## config.mk

```make
export PLATFORM = sky130hd
export DESIGN_NAME = aud_sport_mode_ctl
export DESIGN_NICKNAME = d
export VERILOG_FILES = /design/src/rtl/aspm_pkg.sv /design/src/rtl/aspm_sync.sv /design/src/rtl/aspm_resolve.sv /design/src/rtl/aspm_clkdiv.sv /design/src/rtl/aud_sport_mode_ctl.sv
export SDC_FILE = /design/constraint.sdc
export NUM_CORES = 1
export LEC_CHECK = 0
export BUFFER_PORTS_ARGS = -buffer_cell sky130_fd_sc_hd__buf_2
export CORE_MARGIN = 10
export CORE_UTILIZATION = 45
export DETAILED_ROUTE_END_ITERATION = 8
export PLACE_DENSITY = 0.71
export SETUP_SLACK_MARGIN = 0.02
export SYNTH_ARGS = -nofsm -noshare
export SYNTH_HDL_FRONTEND = slang
export SYNTH_HIERARCHICAL = 1
export SYNTH_SLANG_ARGS = --single-unit
```

## constraint.sdc

```tcl
create_clock -name mclk -period 2.02 [get_ports mclk]
set_input_delay 0.202 -clock mclk [delete_from_list [all_inputs] [get_ports mclk]]
set_output_delay 0.202 -clock mclk [all_outputs]
set_load 0.02 [all_outputs]
```

## src/rtl/aspm_pkg.sv

```systemverilog
package aspm_pkg;

   typedef struct packed {
      logic       slave;
      logic [1:0] ratio;
      logic [1:0] fmt;
   } port_cfg_t;

   localparam logic [1:0] RATIO_256  = 2'b00;
   localparam logic [1:0] RATIO_512  = 2'b01;
   localparam logic [1:0] RATIO_1024 = 2'b10;
   localparam int         RATIO_LOG_MAX = 10;

   // log2 of master clock cycles per frame for a ratio code
   function automatic int ratio_log2(input logic [1:0] code);
      case (code)
         RATIO_512:  return 9;
         RATIO_1024: return 10;
         default:    return 8;
      endcase
   endfunction

endpackage

```

## src/rtl/aspm_sync.sv

```systemverilog
module aspm_sync #(
   parameter int WIDTH  = 5,
   parameter int STAGES = 2
) (
   input  logic             clk,
   input  logic             rst_n,
   input  logic [WIDTH-1:0] d,
   output logic [WIDTH-1:0] q
);

   if (STAGES < 2) begin : g_bad_stages
      $error("aspm_sync: STAGES must be at least 2");
   end

   logic [WIDTH-1:0] stg [STAGES];

   always_ff @(posedge clk or negedge rst_n) begin
      if (!rst_n) begin
         for (int i = 0; i < STAGES; i++) stg[i] <= '0;
      end else begin
         stg[0] <= d;
         for (int i = 1; i < STAGES; i++) stg[i] <= stg[i-1];
      end
   end

   assign q = stg[STAGES-1];

endmodule

```

## src/rtl/aspm_resolve.sv

```systemverilog
module aspm_resolve
   import aspm_pkg::*;
#(
   parameter int                MISC_W    = 8,
   parameter logic [MISC_W-1:0] MISC_DFLT = '0
) (
   input  logic              pin_ctl,
   input  logic              s_slave,
   input  logic              s_ratio_hi,
   input  logic [1:0]        s_fmt,
   input  logic              r_slave,
   input  logic [1:0]        r_ratio,
   input  logic [1:0]        r_fmt,
   input  logic [MISC_W-1:0] r_misc,
   output port_cfg_t         cfg,
   output logic [MISC_W-1:0] misc
);

   always_comb begin
      if (pin_ctl) begin
         cfg.slave = s_slave;
         cfg.ratio = s_ratio_hi ? RATIO_512 : RATIO_256;
         cfg.fmt   = s_fmt;
         misc      = MISC_DFLT;
      end else begin
         cfg.slave = r_slave;
         cfg.ratio = r_ratio;
         cfg.fmt   = r_fmt;
         misc      = r_misc;
      end
   end

endmodule

```

## src/rtl/aspm_clkdiv.sv

```systemverilog
module aspm_clkdiv
   import aspm_pkg::*;
#(
   parameter int FRAME_LOG = 6
) (
   input  logic       clk,
   input  logic       rst_n,
   input  logic       run,
   input  logic       restart,
   input  logic [1:0] ratio,
   output logic       bclk,
   output logic       lrclk
);

   localparam int CNT_W = RATIO_LOG_MAX;
   localparam int IDX_W = $clog2(CNT_W);

   logic [CNT_W-1:0] cnt;
   logic [IDX_W-1:0] bidx, lidx;

   // free-running counter: low bits repeat every frame for any ratio
   always_ff @(posedge clk or negedge rst_n) begin
      if (!rst_n)                cnt <= '0;
      else if (!run || restart)  cnt <= '0;
      else                       cnt <= cnt + 1'b1;
   end

   always_comb begin
      int lg;
      lg   = ratio_log2(ratio);
      bidx = IDX_W'(lg - FRAME_LOG - 1);
      lidx = IDX_W'(lg - 1);
   end

   assign bclk  = run & cnt[bidx];
   assign lrclk = run & cnt[lidx];

endmodule

```

## src/rtl/aud_sport_mode_ctl.sv

```systemverilog
module aud_sport_mode_ctl
   import aspm_pkg::*;
#(
   parameter int                MISC_W      = 8,
   parameter logic [MISC_W-1:0] MISC_DFLT   = '0,
   parameter int                SYNC_STAGES = 2,
   parameter int                FRAME_BITS  = 64
) (
   input  logic              mclk,
   input  logic              rst_n,
   input  logic              pin_ctl_en,
   input  logic              strap_slave,
   input  logic              strap_ratio_hi,
   input  logic [1:0]        strap_fmt,
   input  logic              cfg_slave,
   input  logic [1:0]        cfg_ratio,
   input  logic [1:0]        cfg_fmt,
   input  logic [MISC_W-1:0] cfg_misc,
   input  logic              bclk_in,
   input  logic              lrclk_in,
   output logic              mode_pinctl,
   output logic              mode_slave,
   output logic [1:0]        mode_ratio,
   output logic [1:0]        fmt_code,
   output logic [MISC_W-1:0] misc_eff,
   output logic              bclk_out,
   output logic              bclk_oe,
   output logic              lrclk_out,
   output logic              lrclk_oe,
   output logic              bclk_int,
   output logic              lrclk_int
);

   localparam int FRAME_LOG = $clog2(FRAME_BITS);
   localparam int SYNC_W    = 5;

   if ((1 << FRAME_LOG) != FRAME_BITS || FRAME_LOG < 2 || FRAME_LOG > 7) begin : g_bad_frame
      $error("aud_sport_mode_ctl: FRAME_BITS must be a power of two from 4 to 128");
   end
   if (MISC_W < 1) begin : g_bad_misc
      $error("aud_sport_mode_ctl: MISC_W must be positive");
   end

   logic [SYNC_W-1:0] strap_s;
   port_cfg_t         cfg_d, cfg_q;
   logic [MISC_W-1:0] misc_d;
   logic              gen_bclk, gen_lrclk;

   aspm_sync #(.WIDTH(SYNC_W), .STAGES(SYNC_STAGES)) u_sync (
      .clk   (mclk),
      .rst_n (rst_n),
      .d     ({pin_ctl_en, strap_slave, strap_ratio_hi, strap_fmt}),
      .q     (strap_s)
   );

   aspm_resolve #(.MISC_W(MISC_W), .MISC_DFLT(MISC_DFLT)) u_resolve (
      .pin_ctl    (strap_s[4]),
      .s_slave    (strap_s[3]),
      .s_ratio_hi (strap_s[2]),
      .s_fmt      (strap_s[1:0]),
      .r_slave    (cfg_slave),
      .r_ratio    (cfg_ratio),
      .r_fmt      (cfg_fmt),
      .r_misc     (cfg_misc),
      .cfg        (cfg_d),
      .misc       (misc_d)
   );

   always_ff @(posedge mclk or negedge rst_n) begin
      if (!rst_n) begin
         cfg_q       <= '{slave: 1'b1, ratio: RATIO_256, fmt: 2'b00};
         misc_eff    <= MISC_DFLT;
         mode_pinctl <= 1'b0;
      end else begin
         cfg_q       <= cfg_d;
         misc_eff    <= misc_d;
         mode_pinctl <= strap_s[4];
      end
   end

   aspm_clkdiv #(.FRAME_LOG(FRAME_LOG)) u_div (
      .clk     (mclk),
      .rst_n   (rst_n),
      .run     (~cfg_q.slave),
      .restart (cfg_d != cfg_q),
      .ratio   (cfg_q.ratio),
      .bclk    (gen_bclk),
      .lrclk   (gen_lrclk)
   );

   assign mode_slave = cfg_q.slave;
   assign mode_ratio = cfg_q.ratio;
   assign fmt_code   = cfg_q.fmt;
   assign bclk_out   = gen_bclk;
   assign lrclk_out  = gen_lrclk;
   assign bclk_oe    = ~cfg_q.slave;
   assign lrclk_oe   = ~cfg_q.slave;
   assign bclk_int   = cfg_q.slave ? bclk_in  : gen_bclk;
   assign lrclk_int  = cfg_q.slave ? lrclk_in : gen_lrclk;

endmodule

```

==> metrics.yaml, run 1 <==
holdWs_ps: 81.8
cpLargestDelayFamily: "multiplexers"
fin_nets: 200
finalWorstSetupSlack_ps: -173
ios: 42
ys_seq_area_share_pct: 58.6
crit_path_top_delay_cell: "dfrtp_1"
pre_cts_ws_ps: 122
relSlewSlack_pct: 51.4
p_sw_mw: 0.364
cp_cell_sequence: "inv_2 -> buf_4 -> ha_4 -> mux2i_1 -> nand2_1 -> o211a_1 -> mux2_4 -> buf_6"
synth_top_area_share_pct: 56.8
ys_ff_latch: 34
vias_per_cell: 5.05
die_w_microns: 76.8
period_share_pct: 109
hold_viol_final: 0
p_comb_share_pct: 15.9
diodes: 0
detail-route-antenna-nets: 0
ys_warn_count: 6
grt_max_degree: 35
area_growth_pct: 33.5
path_class: "flop to primary output"
violations: "negative setup slack"
initial_utilization_pct: 47.2
die-area_sq_um: 5900
timing.fmax_ghz: 0.456
min_path_cells: 2
start_kind: "flop"
setup_viol: 3
max_stage_delay_ps: 420
avgSynthCellArea_sq_um: 12.2
hp-class: "input port to flop"
drive_above_1_share_pct: 43.4
rsz0062_at_grt: "yes"
syn-instance-count: 119
swShare_pct: 25.2
cp.arrival_ps: 1990
r2r_cells: 6
p_leak_nw: 0.914
num_vias: 1105
htreeDepth: 2
drv_slew: 0
path_buf_inv: 3
cts_tree: "yes"
first_iter_violations: 84
crit_fanout: 5
track_usage_pct: 12.3
seqPwrFrac_pct: 50.2
cp-end-kind: "primary output"
setup_tns_ps: -364
cts_num_sinks: 34
overflow: 0
core-area_sq_um: 3080
hpwl_microns: 2330
required_ps: 1820
post-route-min-period_ps: 2190
clk_latency_ps: 330
wl_per_cell_microns: 16.0
antenna_found_initial: 0
synth_top_cells_by_area: "dfrtp_1 (57%), mux2_2 (4.6%), nor2b_1 (4.3%)"
row_count: 20
fp.dieH_microns: 76.8
status: "finished, violations left"
io_buffer_count: 41
internal_power_mw: 1.08
path_clk_slew_ps: 100
tightest_slew_ps: 729
cts_buffer_depth: 2
drv_cap: 0
grt_pass1_vias: 1219
drcViolationCount: 0
peakVddDrop_v: 0.000453
cts_inserted_buffers: 5
final_area_sq_um: 1940
grt_pass1_wl_microns: 5910
fin_worst_skew_ps: 5.81
drt-pass1-iter-count: 4
synth_fp_nets: 145
synth_cell_types: 32
worstSetupPathDepth: 8
syn-cell-area_sq_um: 1450
yosysTopAreaCell: "dfrtp_1"
cts_root_buffer: "clkbuf_4"
placed_area_sq_um: 1660
routed_wl_microns: 3510
gp_congestion: 0.794
fill_cells: 248
p_clk_share_pct: 33.9
powerDensity_nw_per_um2: 745
[area by class of cell]
class	count	area, sq um	area share (%)
sequential	34	855	44.0
clock inverter	2	37.5	1.93
multi-input combinational	72	578	29.8
timing repair buffer	56	355	18.3
tap	44	55.1	2.84
inverter	5	18.8	0.967
clock buffer	6	41.3	2.13
[cells in the mapped netlist (all sizes together)]
master   n
a31oi    1
ha       4
o211a    1
nand2b   1
or3      3
clkbuf   1
inv      5
xnor2    3
o21ai    4
buf      7
nor2b   10
o2111a   1
dfstp    1
or4      2
xor2     5
nand2    4
a21oi    5
dfrtp   33
nor2     5
nand4    2
mux2     7
o31ai    2
nor3     2
nand3    6
and2     1
mux2i    2
and3b    1
[path summary, 6_finish.rpt]
kind	start	end	slack, ps
min in group asynchronous	rst_n	u_div/cnt[9]$_DFF_PN0_	460
hold / removal	cfg_misc[0]	misc_eff[0]$_DFF_PN0_	80
max in group asynchronous	rst_n	u_sync/q[4]$_DFF_PN0_	1050
setup / recovery	mode_ratio[1]$_DFF_PN0_	lrclk_int	-170
hold reg to reg	u_sync/stg[8]$_DFF_PN0_	u_sync/q[3]$_DFF_PN0_	360
setup reg to reg	u_sync/q[4]$_DFF_PN0_	u_div/cnt[9]$_DFF_PN0_	240
[layout by cell type (no fill, tap or decap), drive strengths merged, types with 2 or more instances in the layout]
cell type / Yosys / routed
o21ai: 4 / 4
clkbuf: 1 / 6
nor3: 2 / 2
o31ai: 2 / 2
or3: 3 / 3
nand2: 4 / 4
ha: 4 / 4
a21oi: 5 / 5
xnor2: 3 / 3
mux2i: 2 / 2
dlygate4sd3: 0 / 6
mux2: 7 / 7
inv: 5 / 5
nor2: 5 / 5
or4: 2 / 2
nor2b: 10 / 10
nand3: 6 / 6
dfrtp: 33 / 33
nand4: 2 / 2
buf: 7 / 50
xor2: 5 / 5
[registers in the layout, indices dropped and copies added, names as in the netlist]
name,count
u_sync/stg,5
u_div/cnt,10
u_sync/q,5
mode_pinctl,1
fmt_code,2
mode_slave,1
misc_eff,8
mode_ratio,2
[stage by stage]
stage | utilization, % | instances | total power [mW]
final | 63.0 | 219 | 1.44
after global routing | 63.0 | 219 | 1.52
after CTS | 62.4 | 218 | 1.45
after detailed placement | 54.0 | 197 | 0.914
after global placement | 54.0 | 197 | 0.910
after floorplan | - | 119 | 0.848
[kinds of logic (layout without fill, tap and decap cells)]
group           count (synthesis)  after routing  share of synthesized area [%]
compound gates                 14             14                           6.02
xor+xnor                        8              8                           4.82
fa+ha+maj                       4              4                           3.44
buf+inv                        13             69                           5.42
flops                          34             34                           58.6
mux                             9              9                           7.06
simple gates                   37             37                           14.6
[metal layers]
metal	GRT usage, %	up-vias	routed length, microns
li1	-	508	-
met1	13.0	537	1380
met2	19.5	51	1690
met3	7.69	9	374
met4	4.65	0	72
met5	0	-	0
[power by group through the flow]
stage | clock (mW) | combinational, mW | sequential (mW)
finish | 0.490 | 0.229 | 0.726
global route | 0.541 | 0.251 | 0.730
CTS | 0.503 | 0.222 | 0.725
detailed placement | 0 | 0.176 | 0.739
global placement | 0 | 0.173 | 0.737
floorplan | 0 | 0.0929 | 0.756
[what timing repair did]
action	CTS	global route
pin swaps	6	2
setup buffers	7	1
gates resized for setup	15	5
hold buffers	6	0
setup endpoints to repair	3	13
hold endpoints to repair	38	0
(Power assumes the default switching activity.)
==> inputs of run 2 (changes only) <==
- CORE_UTILIZATION: 45 -> 30
- PLACE_DENSITY: 0.71 -> unset
- TNS_END_PERCENT: unset -> 50
- clock period: 2.02 -> 2.5 ns (I/O delays scaled with it)
==> metrics.yaml, run 2 (synthesis gave the netlist of run 1 again) <==
status: "complete, no violations"
p_sw_mw: 0.280
path_buf_inv: 2
period_share_pct: 89.1
largestRegisters: "u_div/cnt: 10 flops, misc_eff: 8 flops"
grt_pass1_wl_microns: 4910
drv_slew: 0
drive_above_1_share_pct: 37.3
ios: 42
holdWs_ps: 26.9
largest_register_ffs: 10
path_class: "flop to primary output"
final_util_pct: 37.5
finalWorstSetupSlack_ps: 273
seqPwrFrac_pct: 53.0
first_iter_violations: 22
fp.dieH_microns: 89.6
internal_power_mw: 0.824
grt_pass1_vias: 1092
top_register: "u_div/cnt"
final_area_sq_um: 1770
relSlewSlack_pct: 51.8
cts_setup_buffers: 0
tightest_slew_ps: 722
cp.arrival_ps: 1980
die_w_microns: 89.6
wl_per_cell_microns: 12.2
dp.cells: 220
r2r-start: "u_sync/q[4]$_DFF_PN0_"
crit_path_top_delay_cell: "dfrtp_1"
fin_cells: 228
cts_tree: "yes"
cts_resized: 0
cp-end-kind: "primary output"
required_ps: 2250
start_kind: "flop"
drt-pass1-iter-count: 4
r2r-end: "u_div/cnt[9]$_DFF_PN0_"
vias_per_cell: 4.25
cts_buffer_depth: 2
rsz0062_at_grt: "no"
total_power_mw: 1.10
hold_viol_final: 0
holdBufCountCts: 0
routed_wl_microns: 2780
diodes: 0
powerDensity_nw_per_um2: 623
timing.fmax_ghz: 0.449
setup_tns_ps: 0
cts_num_sinks: 34
gp_congestion: 0.673
die-area_sq_um: 8030
max_stage_delay_ps: 420
r2r_cells: 7
overflow: 0
cp_cell_sequence: "inv_1 -> ha_1 -> and3b_1 -> o21ai_0 -> o2111a_1 -> mux2_2 -> buf_2"
track_usage_pct: 7.76
final_cell_mix: "buf_2 (41), dfrtp_1 (33), nor2b_1 (10), nand3_1 (6), mux2_2 (6)"
cts_root_buffer: "clkbuf_8"
r2r_slack_ps: 600
antenna_found_initial: 0
area_growth_pct: 21.9
fin_nets: 186
hpwl_microns: 2210
htreeDepth: 2
p_clk_share_pct: 34.4
placed_area_sq_um: 1690
fin_worst_skew_ps: 4.10
core-area_sq_um: 4720
io_buffer_count: 41
crit_fanout: 6
setup_viol: 0
p_leak_nw: 0.845
initial_utilization_pct: 30.8
drv_cap: 0
swShare_pct: 25.4
final_common_cell: "buf_2"
p_comb_share_pct: 12.6
pre_cts_ws_ps: 547
detail-route-antenna-nets: 0
hp-class: "input port to asynchronous set/reset pin"
path_clk_slew_ps: 60
grt_max_degree: 35
cts_inserted_buffers: 5
row_count: 25
drcViolationCount: 0
clk_latency_ps: 280
cpLargestDelayFamily: "flip-flops"
post-route-min-period_ps: 2230
peakVddDrop_v: 0.000334
num_vias: 970
-- run 2: area by class of cell --
cell class	instances	area, sq um
clock buffer	6	72.6
clock inverter	2	10.0
fill	491	2950
inverter	5	18.8
multi-input combinational	72	523
sequential	34	852
tap	67	83.8
timing repair buffer	42	213
-- run 2: how the worst max path moves through the flow --
stage | from | endpoint | slack [ps] | cells past startpoint
finish | mode_ratio[0]$_DFF_PN0_ | bclk_int | 270 | 7
detailed placement | mode_ratio[0]$_DFF_PN0_ | bclk_int | 550 | 7
global placement | mode_ratio[1]$_DFF_PN0_ | lrclk_int | 560 | 6
CTS | mode_ratio[0]$_DFF_PN0_ | bclk_int | 240 | 7
floorplan | mode_ratio[0]$_DFF_PN0_ | bclk_int | 440 | 6
global route | mode_ratio[0]$_DFF_PN0_ | bclk_int | 110 | 7
-- run 2: per-layer routing --
| metal | wire length, microns | share of wire [%] | vias to the layer above | GRT usage [%] |
|---|---|---|---|---|
| met5 | 0 | 0 | - | 0 |
| met4 | 0 | 0 | 0 | 2.17 |
| met3 | 281 | 10 | 0 | 4.69 |
| met2 | 1330 | 48 | 27 | 12.6 |
| met1 | 1170 | 42 | 461 | 8.34 |
| li1 | - | - | 482 | - |
-- run 2: power groups by stage --
stage	registers, mW	logic (mW)	clock network, mW
final	0.585	0.139	0.380
after global routing	0.588	0.154	0.413
after CTS	0.585	0.143	0.397
after detailed placement	0.596	0.143	0
after global placement	0.595	0.142	0
after floorplan	0.610	0.0750	0
-- run 2: worst reg2reg max path, delay by kind of cell, from the launching register on --
kind                   cells  cell delay (ps)
multiplexers               1              320
AND/OR/NAND/NOR            3              500
AO/OA/AOI/OAI              1              190
XOR/XNOR                   1              150
buffers and inverters      1              210
flip-flops                 1              450
